--- src/rtl/chain_pad_pkg.sv ---
package chain_pad_pkg;
  typedef enum logic [1:0] {
    DEV_NONE  = 2'd0,
    DEV_PAD   = 2'd1,
    DEV_MOUSE = 2'd2,
    DEV_STICK = 2'd3
  } dev_e;

  localparam int REP_BYTES = 9;
  localparam int REP_W     = REP_BYTES * 8;
  localparam logic [7:0] MOUSE_ID  = 8'h49;
  localparam logic [7:0] FILL_BYTE = 8'hFF;
  localparam logic [3:0] PAD_MARK  = 4'h8;

  function automatic logic [3:0] dev_len(input logic [1:0] t);
    case (t)
      2'd1:    dev_len = 4'd2;
      2'd2:    dev_len = 4'd4;
      2'd3:    dev_len = 4'd9;
      default: dev_len = 4'd0;
    endcase
  endfunction
endpackage

--- src/rtl/clk_edge_watch.sv ---
module clk_edge_watch #(
  parameter int IDLE_CYC = 24000
) (
  input  logic clk,
  input  logic rst,
  input  logic sclk_in,
  output logic fall_p,
  output logic start_p
);
  localparam int CNT_W = $clog2(IDLE_CYC + 1);

  logic s1, s2, prev;
  logic [CNT_W-1:0] cnt;

  always_ff @(posedge clk) begin
    if (rst) begin
      s1   <= 1'b1;
      s2   <= 1'b1;
      prev <= 1'b1;
    end else begin
      s1   <= sclk_in;
      s2   <= s1;
      prev <= s2;
    end
  end

  assign fall_p = prev & ~s2;

  always_ff @(posedge clk) begin
    if (rst) begin
      cnt     <= '0;
      start_p <= 1'b0;
    end else begin
      start_p <= s2 && (cnt == CNT_W'(IDLE_CYC - 1));
      if (!s2)
        cnt <= '0;
      else if (cnt != CNT_W'(IDLE_CYC))
        cnt <= cnt + 1'b1;
    end
  end
endmodule

--- src/rtl/report_bank.sv ---
module report_bank import chain_pad_pkg::*; #(
  parameter int NSLOT = 8,
  parameter int BW    = 8
) (
  input  logic                   clk,
  input  logic                   rst,
  input  logic                   load,
  input  logic [2*NSLOT-1:0]     slot_type,
  input  logic [REP_W*NSLOT-1:0] slot_data,
  input  logic [BW-1:0]          byte_idx,
  output logic [7:0]             byte_o
);
  localparam int OFF_W = $clog2(NSLOT * REP_BYTES + 1);

  logic [OFF_W-1:0] off_d [NSLOT];
  logic [NSLOT-1:0] hit;
  logic [7:0]       sel [NSLOT];

  always_comb begin : prefix
    logic [OFF_W-1:0] acc;
    acc = '0;
    for (int s = 0; s < NSLOT; s++) begin
      off_d[s] = acc;
      acc = acc + OFF_W'(dev_len(slot_type[2*s +: 2]));
    end
  end

  for (genvar g = 0; g < NSLOT; g++) begin : g_slot
    logic [REP_W-1:0] fmt, data_q, shifted;
    logic [1:0]       typ_q;
    logic [OFF_W-1:0] off_q;
    logic [3:0]       ri;
    int               rel;

    always_comb begin
      fmt = slot_data[REP_W*g +: REP_W];
      case (dev_e'(slot_type[2*g +: 2]))
        DEV_PAD:   fmt[REP_W-1 -: 4] = PAD_MARK;
        DEV_MOUSE: fmt[REP_W-1 -: 8] = MOUSE_ID;
        default:   ;
      endcase
    end

    always_ff @(posedge clk) begin
      if (rst) begin
        data_q <= '0;
        typ_q  <= DEV_NONE;
        off_q  <= '0;
      end else if (load) begin
        data_q <= fmt;
        typ_q  <= slot_type[2*g +: 2];
        off_q  <= off_d[g];
      end
    end

    always_comb begin
      rel    = int'(byte_idx) - int'(off_q);
      hit[g] = (typ_q != DEV_NONE) && (rel >= 0) && (rel < int'(dev_len(typ_q)));
      ri     = hit[g] ? rel[3:0] : 4'd0;
      shifted = data_q << {ri, 3'b000};
      sel[g] = shifted[REP_W-1 -: 8];
    end
  end

  always_comb begin
    byte_o = FILL_BYTE;
    for (int s = 0; s < NSLOT; s++)
      if (hit[s]) byte_o = sel[s];
  end
endmodule

--- src/rtl/frame_shifter.sv ---
module frame_shifter #(
  parameter int MAXB = 200,
  parameter int BW   = 8
) (
  input  logic          clk,
  input  logic          rst,
  input  logic          start,
  input  logic          fall,
  input  logic [7:0]    byte_in,
  output logic [BW-1:0] byte_idx,
  output logic          sdo,
  output logic          frame_act
);
  logic [2:0] bit_q;
  logic       armed;
  logic       past_end;

  assign past_end = int'(byte_idx) >= MAXB;

  always_ff @(posedge clk) begin
    if (rst) begin
      armed     <= 1'b0;
      byte_idx  <= '0;
      bit_q     <= '0;
      sdo       <= 1'b1;
      frame_act <= 1'b0;
    end else if (start) begin
      armed     <= 1'b1;
      byte_idx  <= '0;
      bit_q     <= '0;
      sdo       <= 1'b1;
      frame_act <= 1'b0;
    end else if (fall && armed) begin
      sdo       <= past_end ? 1'b1 : byte_in[3'd7 - bit_q];
      frame_act <= 1'b1;
      bit_q     <= bit_q + 1'b1;
      if (bit_q == 3'd7 && !past_end)
        byte_idx <= byte_idx + 1'b1;
    end
  end
endmodule

--- src/rtl/chain_pad_emu.sv ---
module chain_pad_emu import chain_pad_pkg::*; #(
  parameter int NSLOT     = 8,
  parameter int CLK_HZ    = 48_000_000,
  parameter int IDLE_US   = 500,
  parameter int MAX_BYTES = 200
) (
  input  logic                   clk,
  input  logic                   rst,
  input  logic                   sclk_in,
  input  logic                   sdi_in,
  input  logic [2*NSLOT-1:0]     slot_type,
  input  logic [REP_W*NSLOT-1:0] slot_data,
  output logic                   sdo_out,
  output logic                   frame_active
);
  localparam int IDLE_CYC = (CLK_HZ / 1000) * IDLE_US / 1000;
  localparam int BW       = $clog2(MAX_BYTES + 1);

  logic          fall_p, start_p;
  logic [BW-1:0] byte_idx;
  logic [7:0]    cur_byte;
  logic          unused_sdi;

  assign unused_sdi = sdi_in;

  clk_edge_watch #(.IDLE_CYC(IDLE_CYC)) u_watch (
    .clk(clk), .rst(rst), .sclk_in(sclk_in),
    .fall_p(fall_p), .start_p(start_p)
  );

  report_bank #(.NSLOT(NSLOT), .BW(BW)) u_bank (
    .clk(clk), .rst(rst), .load(start_p),
    .slot_type(slot_type), .slot_data(slot_data),
    .byte_idx(byte_idx), .byte_o(cur_byte)
  );

  frame_shifter #(.MAXB(MAX_BYTES), .BW(BW)) u_shift (
    .clk(clk), .rst(rst), .start(start_p), .fall(fall_p),
    .byte_in(cur_byte), .byte_idx(byte_idx),
    .sdo(sdo_out), .frame_act(frame_active)
  );
endmodule

--- config.mk ---
export PLATFORM = sky130hd
export DESIGN_NAME = chain_pad_emu
export DESIGN_NICKNAME = d
export VERILOG_FILES = /design/src/rtl/chain_pad_pkg.sv /design/src/rtl/clk_edge_watch.sv /design/src/rtl/report_bank.sv /design/src/rtl/frame_shifter.sv /design/src/rtl/chain_pad_emu.sv
export SDC_FILE = /design/constraint.sdc
export NUM_CORES = 1
export LEC_CHECK = 0
export BUFFER_PORTS_ARGS = -buffer_cell sky130_fd_sc_hd__clkbuf_2
export CAP_MARGIN = 30
export CORE_MARGIN = 3
export CORE_UTILIZATION = 45
export CTS_BUF_LIST = sky130_fd_sc_hd__clkbuf_4 sky130_fd_sc_hd__clkbuf_8
export DETAILED_ROUTE_END_ITERATION = 8
export PLACE_DENSITY = 0.67
export SYNTH_ARGS = -nofsm -noshare
export SYNTH_HDL_FRONTEND = slang
export SYNTH_SLANG_ARGS = --single-unit
--- constraint.sdc ---
create_clock -name clk -period 8 [get_ports clk]
set_input_delay 0.8 -clock clk [delete_from_list [all_inputs] [get_ports clk]]
set_output_delay 0.8 -clock clk [all_outputs]
set_load 0.05 [all_outputs]
# Word-level counts from Yosys, hierarchy flattened
# Cells that the tools add are included.
dict set report classes {
  bitwise_logic 2
  shift 8
  div_mod_pow 0
  n_reduce_logical 31
  n_eq_ne 50
  order_cmp 18
  mux 50
  n_addsub 17
  n_mul 0
}
# cell n
set ops {}
lappend ops {{$shl 72x7->72} 8}
lappend ops {{$ge 32x1->1 const B} 7}
lappend ops {{$lt 32x5->1} 7}
lappend ops {{$pmux 4 s3} 15}
lappend ops {{$mux 4} 16}
lappend ops {{$mux 8} 8}
lappend ops {{$pmux 4 s2} 8}
lappend ops {{$eq 2x2->1 const B} 31}
lappend ops {{$sub 8x7->9} 6}
lappend ops {{$add 7x4->7} 5}
lappend ops {{$eq 2x1->1 const B} 16}
lappend ops {{$logic_and 1x1->1} 19}
lappend ops {{$reduce_bool 2->1} 8}
lappend ops {{$add 15x1->15 const B} 1}
lappend ops {{$eq 15x15->1 const B} 1}
lappend ops {{$ne 15x15->1 const B} 1}
lappend ops {{$sub 8x4->9} 1}
lappend ops {{$add 8x1->8 const B} 1}
lappend ops {{$ge 8x1->1 const B} 1}
lappend ops {{$ge 8x8->1 const B} 1}
lappend ops {{$lt 8x4->1} 1}
lappend ops {{$add 4x4->5} 1}
lappend ops {{$lt 3x4->1 const B} 1}
lappend ops {{$reduce_or 2->1} 2}
lappend ops {{other kinds (9)} 10}
dict set report totals {
  ram_bits 0
  latch_bits 0
  romBits 0
  input_bits 596
  out_inout_bits 2
  wordCells 209
  reg_bits 671
  n_memories 0
}

# Logic depth before layout (Yosys ltp)
# Gate-level depths: netlist of the first run.
dict set report depth {
  depth_word 17
  mapped_depth 20
  mapped_depth_nobuf 20
}

# Hierarchy
# Synthesis of the first run repeated with hierarchy kept, for this count alone.
dict set report unflattened {
  cells_unflattened 3476
  hier_area_um2 33230.6
}
# mod seq_area_each_um2 cells_per_inst n_inst area_per_inst_um2
set by_module_without_submodules {}
lappend by_module_without_submodules {report_bank 12692.2 3299 1 31610.3}
lappend by_module_without_submodules {clk_edge_watch 380.4 97 1 894.6}
lappend by_module_without_submodules {frame_shifter 280.3 80 1 725.7}

# Worst setup path before layout of the first run
# No wires, ideal clock.
dict set report synth_path {
  path_type {input-to-reg}
  from {in slot_type[0]}
  to {reg u_bank.g_slot[7].off_q[6]}
  setup_time_ps 86
  path_buffers 0
  required_time_ps 7914
  arrival_ps 5269
  cell_stages 15
  setup_slack_ps 2645
  path_cell_list {ha_1 -> ha_1 -> fa_1 -> inv_1 -> fa_1 -> fa_1 -> fa_1 -> fa_1 -> inv_1 -> fa_1 -> a21o_1 -> a21oi_1 -> nor3_1 -> xor2_1 -> a211oi_1}
}
# element line
set synth_rtl {}
lappend synth_rtl {{start: declaration} chain_pad_emu.sv:11} ;# input logic [2*NSLOT-1:0] slot_type,
lappend synth_rtl {{end signal: assignment} report_bank.sv:52} ;# off_q <= off_d[g];
lappend synth_rtl {{end: declaration} report_bank.sv:31} ;# logic [OFF_W-1:0] off_q;

# Worst setup path in the final report of the first run
dict set report layout_path {
  from {reg u_shift.byte_idx[0]}
  to {reg u_shift.sdo}
}
dict set report layout_via {
  elab_chain_cells 16
  word_cells_on_any_way 67
  classes_between {add/sub: 7; order compare: 17; shift: 8; mux: 19; reduce/logical: 16}
}
# element line
set layout_lines {}
lappend layout_lines {{start: declaration} frame_shifter.sv:10} ;# output logic [BW-1:0] byte_idx,
lappend layout_lines {{start signal: assignment} frame_shifter.sv:38} ;# byte_idx <= byte_idx + 1'b1;
lappend layout_lines {{$sub 8x4->9 or $ge 8x1->1 (tied branches)} {report_bank.sv:57, report_bank.sv:58}}
lappend layout_lines {{$ge 32x1->1 or $logic_and 1x1->1 (tied branches)} report_bank.sv:58} ;# hit[g] = (typ_q != DEV_NONE) && (rel >= 0) && (rel < int'(dev_len(typ_q)));
lappend layout_lines {{$logic_and 1x1->1} report_bank.sv:58}
lappend layout_lines {{$logic_and 1x1->1 or $mux 4 (tied branches)} {report_bank.sv:58, report_bank.sv:59}}
lappend layout_lines {{$mux 4 or $shl 72x7->72 (tied branches)} {report_bank.sv:59, report_bank.sv:60}}
lappend layout_lines {{$shl 72x7->72 or $mux 8 (tied branches)} {report_bank.sv:60, report_bank.sv:68}}
lappend layout_lines {{$mux 8 (7 in a row)} report_bank.sv:68} ;# if (hit[s]) byte_o = sel[s];
lappend layout_lines {{$bmux 1 s3} frame_shifter.sv:34} ;# sdo <= past_end ? 1'b1 : byte_in[3'd7 - bit_q];
lappend layout_lines {{$mux 1 (not written as such)} frame_shifter.sv:34}
lappend layout_lines {{$mux 1 *} frame_shifter.sv:34}
lappend layout_lines {{end signal: assignment} frame_shifter.sv:34}
lappend layout_lines {{end: declaration} frame_shifter.sv:11} ;# output logic sdo,
# Every way passes the cells marked *; elsewhere a longest branch is shown, timed or not. The select of a mux whose other input is x is not followed.
# A chain may end at the register's enable or synchronous reset.

==> impl_results.md, run 1 <==
* Status: finished, final reports clean
* Worst setup SP type: flop
* Share of cells above drive strength 1 at 0.241
* CTS buffer count at between 100 and 150
* Post-CTS sizing at 0
* Largest net degree at the start of global routing at 224
* Synth top area cells: dfxtp_1 40%, mux2i_1 18%, nor2_1 8.1%, mux4_2 6.9%, ha_1 4.6%
* PortBufs at between 500 and 600
* Pleak at about 15 nW
* Routing usage on met3 at 0.0534
* Area of the die at ~77000 um2
* Final Max Slew Viols at 0
* Number of synthesized flops with an enable pin at 0
* Seq/Total Area, Yosys at 0.402
* Commonest non-fill, non-tap cells in the layout: 714 x nor2_1, 665 x dfxtp_1, 607 x mux2i_1
* Gr busiest metal: met2
* Via-per-instance ratio at ~5.4
* Peak VDD IR at about 0.12 mV
* Syn_area_per_cell at 9.62 um2
* Total Routing Usage GR at 0.253
* CP arrival at about 7 ns
* Root buf cell: clkbuf_8
* Clock Tree Buf Depth at 3
* Vias in the first global route at between 20000 and 30000
* First-pass GRT wire length at around 150 mm
* Setup repair bufs after CTS at 0
* RSZ-0062 raised after global routing: false
* Pre-antenna DRT Iters at 5
* Post-route ant nets at 0
* Period utilization at 0.793
* Clock-pin slew on the worst setup and hold paths at ~0.06 ns
* Dominant cell type by area after synthesis: dfxtp_1
* Met1 GRT Util at 0.329
* Ys async rst share at 0
* Power per cell area at roughly 180 nW/um2
* Skew final at roughly 0.038 ns
* Initial core utilization at 0.455
* CP Class: reg -> reg
* Drt initial violations at between 2000 and 2500
* Cells after Synth at about 3500
* Critical Path End Type: flop
* Final-report setup violation count at 0
* DR vias at between 20000 and 30000
* Crit Path Max Fanout at 21
* Post-synth cell types at 84
* Main flop type after synthesis: dfxtp_1
* Slew @ Worst Pin at roughly 1.2 ns
* Routed WL per cell at around 20 um
* #FFs+latches synth at roughly 670
* IO Pins at ~600
* YS warnings at 0
* Die Ht at approximately 280 um
* Hold Path Class: in -> reg
* Max Freq at around 160 MHz
* Worst-skew pair later-pin latency at just over 0.7 ns
* Chip Width at between 200 and 300 um
* Hpwl dp at about 73 mm
* Drc violations at 0
* FP Rows at 99
* Grt ovf at 0
* Final WL at between 100 and 150 mm
* Initial antenna violation count at 18
* Worst r2r src: u_shift.byte_idx[0]
* Maximum Capacitance Violations at 0
* GP Congestion at 0.861
* Clk sink count at about 670
* Total Nets Final at around 4700
* Filler instances at 6749
* Area growth, synth to finish at 19.2%
* Hold Vio Cnt, Final at 0
* Final min period at between 6 and 7 ns
* HP Start: sclk_in
* # hold bufs at CTS at 0
* Syn_nets at between 4000 and 5000
* Core area at about 73000 um2
* Crit path from: u_shift.byte_idx[0]
* Yosys top cell area share at 0.402
* TritonCTS clock tree: done
* WP data required at about 8.7 ns
* WHS at around 0.28 ns
* M2 GR Usage at 0.413
* Synth Cell Area at approximately 33000 um2
* H-tree levels at 3
* Setup TNS at 0 ns
* Rel. slew slack at 0.200
* Commonest non-fill, non-tap cell in the layout: nor2_1
cell usage after synthesis (all sizes together), types with 13 or more instances:
cell    instances
a31oi          20
nand3b         14
fa             13
o22ai          23
o31ai          13
mux2i         607
and3           19
nor3           32
nor2          715
nand2          77
nand4          13
xnor2          39
a21oi         135
clkbuf        145
nand2b         64
mux4          102
xor2           18
inv           119
a211oi         55
dfxtp         667
ha            121
nor2b          37
a21o           17
nand3          55
buf            80
o21ai          76
worst paths after layout:
| check | slack [ns] | to | cells after the start |
|---|---|---|---|
| min | 0.28 | u_watch.s1 | 2 |
| min reg2reg | 0.41 | u_watch.s2 | 1 |
| max | 1.66 | u_shift.sdo | 16 |
| max reg2reg | 1.66 | u_shift.sdo | 16 |
report_power, final:
part           switching, W  internal (W)
combinational      0.000277      0.000245
clock               0.00143       0.00197
sequential       0.00000170       0.00332
flip-flops by register name, indices dropped and copies added, names as in the netlist:
register	flops
u_bank.g_slot.data_q	576
u_bank.g_slot.off_q	42
u_bank.g_slot.typ_q	16
u_shift.armed	1
u_shift.bit_q	3
u_shift.byte_idx	8
u_shift.frame_act	1
u_shift.sdo	1
u_watch.cnt	15
u_watch.prev	1
u_watch.s1	1
u_watch.s2	1
u_watch.start_p	1
critical path, cell delays in order (launching register included):
cell and delay [ns]:
dfxtp_1 0.31, buf_4 0.29, clkinv_1 0.62, ha_1 0.48, nor2b_1 0.21, o22ai_1 0.13, xor2_1 0.74, clkinv_1 0.51
ha_1 0.34, a2111oi_1 0.39, nand4b_1 0.61, or4b_1 0.72, o21ai_0 0.10, nand4b_1 0.21, a311o_1 0.37, o211a_1 0.13
o22ai_2 0.12
cell families (layout without fill, tap and decap cells):
| group | after synthesis | count (layout) | synth area share |
|---|---|---|---|
| AND/OR/NAND/NOR | 1080 | 1080 | 0.143 |
| buffers and inverters | 347 | 963 | 0.0407 |
| AO/OA/AOI/OAI | 447 | 447 | 0.0888 |
| multiplexers | 721 | 721 | 0.256 |
| other | 0 | 14 | 0 |
| flip-flops | 667 | 667 | 0.402 |
| adder cells (fa/ha/maj) | 135 | 135 | 0.0537 |
| XOR/XNOR | 58 | 58 | 0.0157 |
per-stage QoR:
stage	cell area (um2)	util	std cells	total power [W]	setup WS [ns]
after floorplan	33200	-	3455	0.00369	2.65
final	39600	0.542	5044	0.00725	1.66
after global placement	36900	0.504	4822	0.00392	1.97
after global routing	39600	0.542	5043	0.00754	1.29
after detailed placement	36900	0.505	4825	0.00392	1.78
after CTS	39500	0.540	5027	0.00734	1.73
routing by layer:
metal | vias up | part of all wire | wire [um]
li1 | 13260 | - | -
met1 | 12949 | 0.43 | 43600
met2 | 771 | 0.48 | 48100
met3 | 181 | 0.061 | 6210
met4 | 4 | 0.032 | 3230
met5 | - | 0.00034 | 34
layout make-up:
cell class              count  area, um2  area share
clock inverters            20        249     0.00629
inverters                 122        458      0.0116
flip-flops and latches    667      13400       0.337
well taps                 959       1200      0.0303
clock buffers             182       2290      0.0579
diodes                     14       35.0    0.000885
multi-input cells        2441      18500       0.468
repair buffers            639       3470      0.0877
No activity file was read; power rests on OpenSTA's default activity.
==> run 2, diff against run 1 <==
--- a/config.mk
+++ b/config.mk
@@ -5,13 +5,14 @@
 export SDC_FILE = /design/constraint.sdc
 export NUM_CORES = 1
 export LEC_CHECK = 0
+export ABC_AREA = 1
 export BUFFER_PORTS_ARGS = -buffer_cell sky130_fd_sc_hd__clkbuf_2
 export CAP_MARGIN = 30
 export CORE_MARGIN = 3
 export CORE_UTILIZATION = 45
 export CTS_BUF_LIST = sky130_fd_sc_hd__clkbuf_4 sky130_fd_sc_hd__clkbuf_8
 export DETAILED_ROUTE_END_ITERATION = 8
-export PLACE_DENSITY = 0.67
+export PLACE_DENSITY = 0.69
 export SYNTH_ARGS = -nofsm -noshare
 export SYNTH_HDL_FRONTEND = slang
 export SYNTH_SLANG_ARGS = --single-unit
==> constraint.sdc (replaced) <==
create_clock -name clk -period 5.47 [get_ports clk]
set_input_delay 0.547 -clock clk [delete_from_list [all_inputs] [get_ports clk]]
set_output_delay 0.547 -clock clk [all_outputs]
set_load 0.05 [all_outputs]
==> impl_results.md, run 2 <==
* Clk sink count at about 670
* Slowest stage cell, crit path: xor2_1
* Commonest non-fill, non-tap cells in the layout: 1202 x nand2_1, 693 x inv_1, 666 x dfxtp_1
* Hold Path Class: in -> reg
* Clock-pin slew on the worst setup and hold paths at approximately 0.070 ns
* FP Rows at 97
* Chip Width at approximately 270 um
* Drt initial violations at 2504
* First-pass GRT wire length at about 170 mm
* Most numerous cell on the critical path: nand2_1
* CTS buffer count at roughly 110
* Commonest non-fill, non-tap cell in the layout: nand2_1
* Max Freq at ~200 MHz
* Biggest regs: u_bank.g_slot.data_q (576), u_bank.g_slot.off_q (42), u_bank.g_slot.typ_q (16)
* H-tree levels at 3
* Pleak at ~19 nW
* Grt ovf at 0
* Filler instances at about 6500
* Dpl cell area at approximately 36000 um2
* Status: finished, final reports clean
* WP data required at between 6 and 7 ns
* Rel. slew slack at 0.325
* Total Routing Usage GR at 0.288
* CP Class: reg -> reg
* Via-per-instance ratio at between 5 and 6
* Root buf cell: clkbuf_8
* Clock Tree Buf Depth at 3
* Synth top area cells: dfxtp_1 41%, nand2_1 14%, o21ai_0 8.3%, inv_1 8.0%, nand3_1 7.0%
* Yosys top cell area share at 0.411
* Pre-antenna DRT Iters at 7
* Dominant cell type by area after synthesis: dfxtp_1
* Synth top cells by count: 1202 x nand2_1, 696 x inv_1, 667 x dfxtp_1, 536 x o21ai_0, 453 x nand3_1
* Final-report setup violation count at 0
* Crit path largest cell delay at between 0.4 and 0.5 ns
* Die Ht at 275 um
* Initial core utilization at 0.459
* RSZ-0062 raised after global routing: false
* Initial antenna violation count at 21
* Setup TNS at 0 ns
* Cells after Synth at roughly 4600
* Post-synth cell types at 48
* DR vias at 33415
* Post-route cell area at 41300 um2
* Period utilization at 0.926
* Count leader, synth: nand2_1
* Crit path from: u_shift.byte_idx[0]
* Main flop type after synthesis: dfxtp_1
* R2R depth at 27
* Syn_area_per_cell at approximately 7 um2
* R2R Setup Slk at 0.40 ns
* Critical Path End Type: flop
* Routed WL per cell at about 17 um
* Worst setup SP type: flop
* Peak VDD IR at around 0.19 mV
* Maximum Capacitance Violations at 0
* Placed instance count at approximately 6000
* Post-route ant nets at 0
* CP endpoint: u_shift.sdo
* Drc violations at 0
* GP Congestion at between 0.9 and 1
* Worst R2R End: u_shift.sdo
* Biggest register: u_bank.g_slot.data_q
* Ys async rst share at 0
* Vias in the first global route at approximately 32000
* Crit Path Max Fanout at 14
* Worst-skew pair later-pin latency at between 0.7 and 0.8 ns
* HP Start: slot_data[493]
* CP arrival at between 5 and 6 ns
* Core area at 70800 um2
* Skew final at about 0.031 ns
* Area of the die at between 70000 and 80000 um2
* Pre-CTS setup slack at -0.205 ns
* #FFs+latches synth at about 670
* Total Nets Final at 6171
* TritonCTS clock tree: done
* Final Max Slew Viols at 0
* Worst r2r src: u_shift.byte_idx[0]
* YS warnings at 0
* Core Util, Final at 0.584
* Area growth, synth to finish at 27.4%
* IO Pins at about 600
* Setup repair bufs after CTS at 0
* Hold Vio Cnt, Final at 0
* Seq/Total Area, Yosys at 0.411
* Largest register FFs at around 580
* Share of cells above drive strength 1 at 0.165
* Number of synthesized flops with an enable pin at 0
* Slew @ Worst Pin at between 1 and 1.5 ns
* Syn_nets at 5371
* Synth Cell Area at roughly 32000 um2
* Power per cell area at 257 nW/um2
* Hpwl dp at between 70 and 80 mm
* Layout Cells excl Fill at roughly 6500
* PortBufs at 596
* Final WL at about 110 mm
* Final worst slack at 0.405 ns
* Largest net degree at the start of global routing at 148
* Final min period at ~5.1 ns
## run 2: power breakdown
group          total [W]  internal [W]  switching (W)
clock network    0.00477       0.00266        0.00211
logic           0.000975      0.000490       0.000485
registers        0.00486       0.00486     0.00000178
## run 2: metrics by stage
stage / power (W) / hold WS, ns
floorplan: 0.00534 / 0.389
global placement: 0.00577 / 0.423
detailed placement: 0.00578 / 0.420
CTS: 0.0107 / 0.00000483
global route: 0.0110 / 0.00663
finish: 0.0106 / 0.0455
## run 2: how the worst min path moves through the flow
stage,end,slack [ns],depth (start not counted)
final,u_bank.g_slot[6].data_q[61],0.05,3
after floorplan,u_watch.s2,0.39,1
after detailed placement,u_watch.s2,0.42,1
after global placement,u_watch.s2,0.42,1
after global routing,u_bank.g_slot[6].data_q[61],0.007,3
after CTS,u_bank.g_slot[2].data_q[11],0.000005,3
## run 2: kinds of logic after synthesis
kind of cell    synth area share
simple gates               0.258
flops                      0.411
buf+inv                    0.110
fa+ha+maj                 0.0547
compound gates             0.159
xor+xnor                 0.00729
## run 2: per-layer routing
layer / vias to the layer above / GRT usage / wire length, um
met5: - / 0 / 51
met4: 8 / 0.132 / 5430
met3: 313 / 0.0503 / 7150
met2: 1159 / 0.481 / 53200
met1: 15265 / 0.362 / 47400
li1: 16670 / - / -
## run 2: cell type report
class                           instances  area [um2]  share of cell area
Antenna cell                           22        55.1             0.00133
Clock buffer                          174        2210              0.0534
Clock inverter                         28         215             0.00520
Inverter                              713        2690              0.0650
Multi-Input combinational cell       3034       15500               0.376
Sequential cell                       667       13400               0.323
Tap cell                              940        1180              0.0284
Timing Repair Buffer                  913        6100               0.148
## run 2: repair_timing
| action | in CTS | in global routing |
|---|---|---|
| resized for setup | 0 | 1 |
| hold buffers | 260 | 0 |
| endpoints found under the setup margin | 0 | 1 |
| endpoints found under the hold margin | 260 | 0 |
## run 2: critical path, delay by kind of cell (launching register included)
kind,cells,cell delay [ns]
adders and majority gates,3,0.95
AOI/OAI and AO/OA,2,0.53
buffers and inverters,3,0.76
DFF,1,0.31
and+or+nand+nor,18,1.94
xor gates and xnor gates,1,0.45
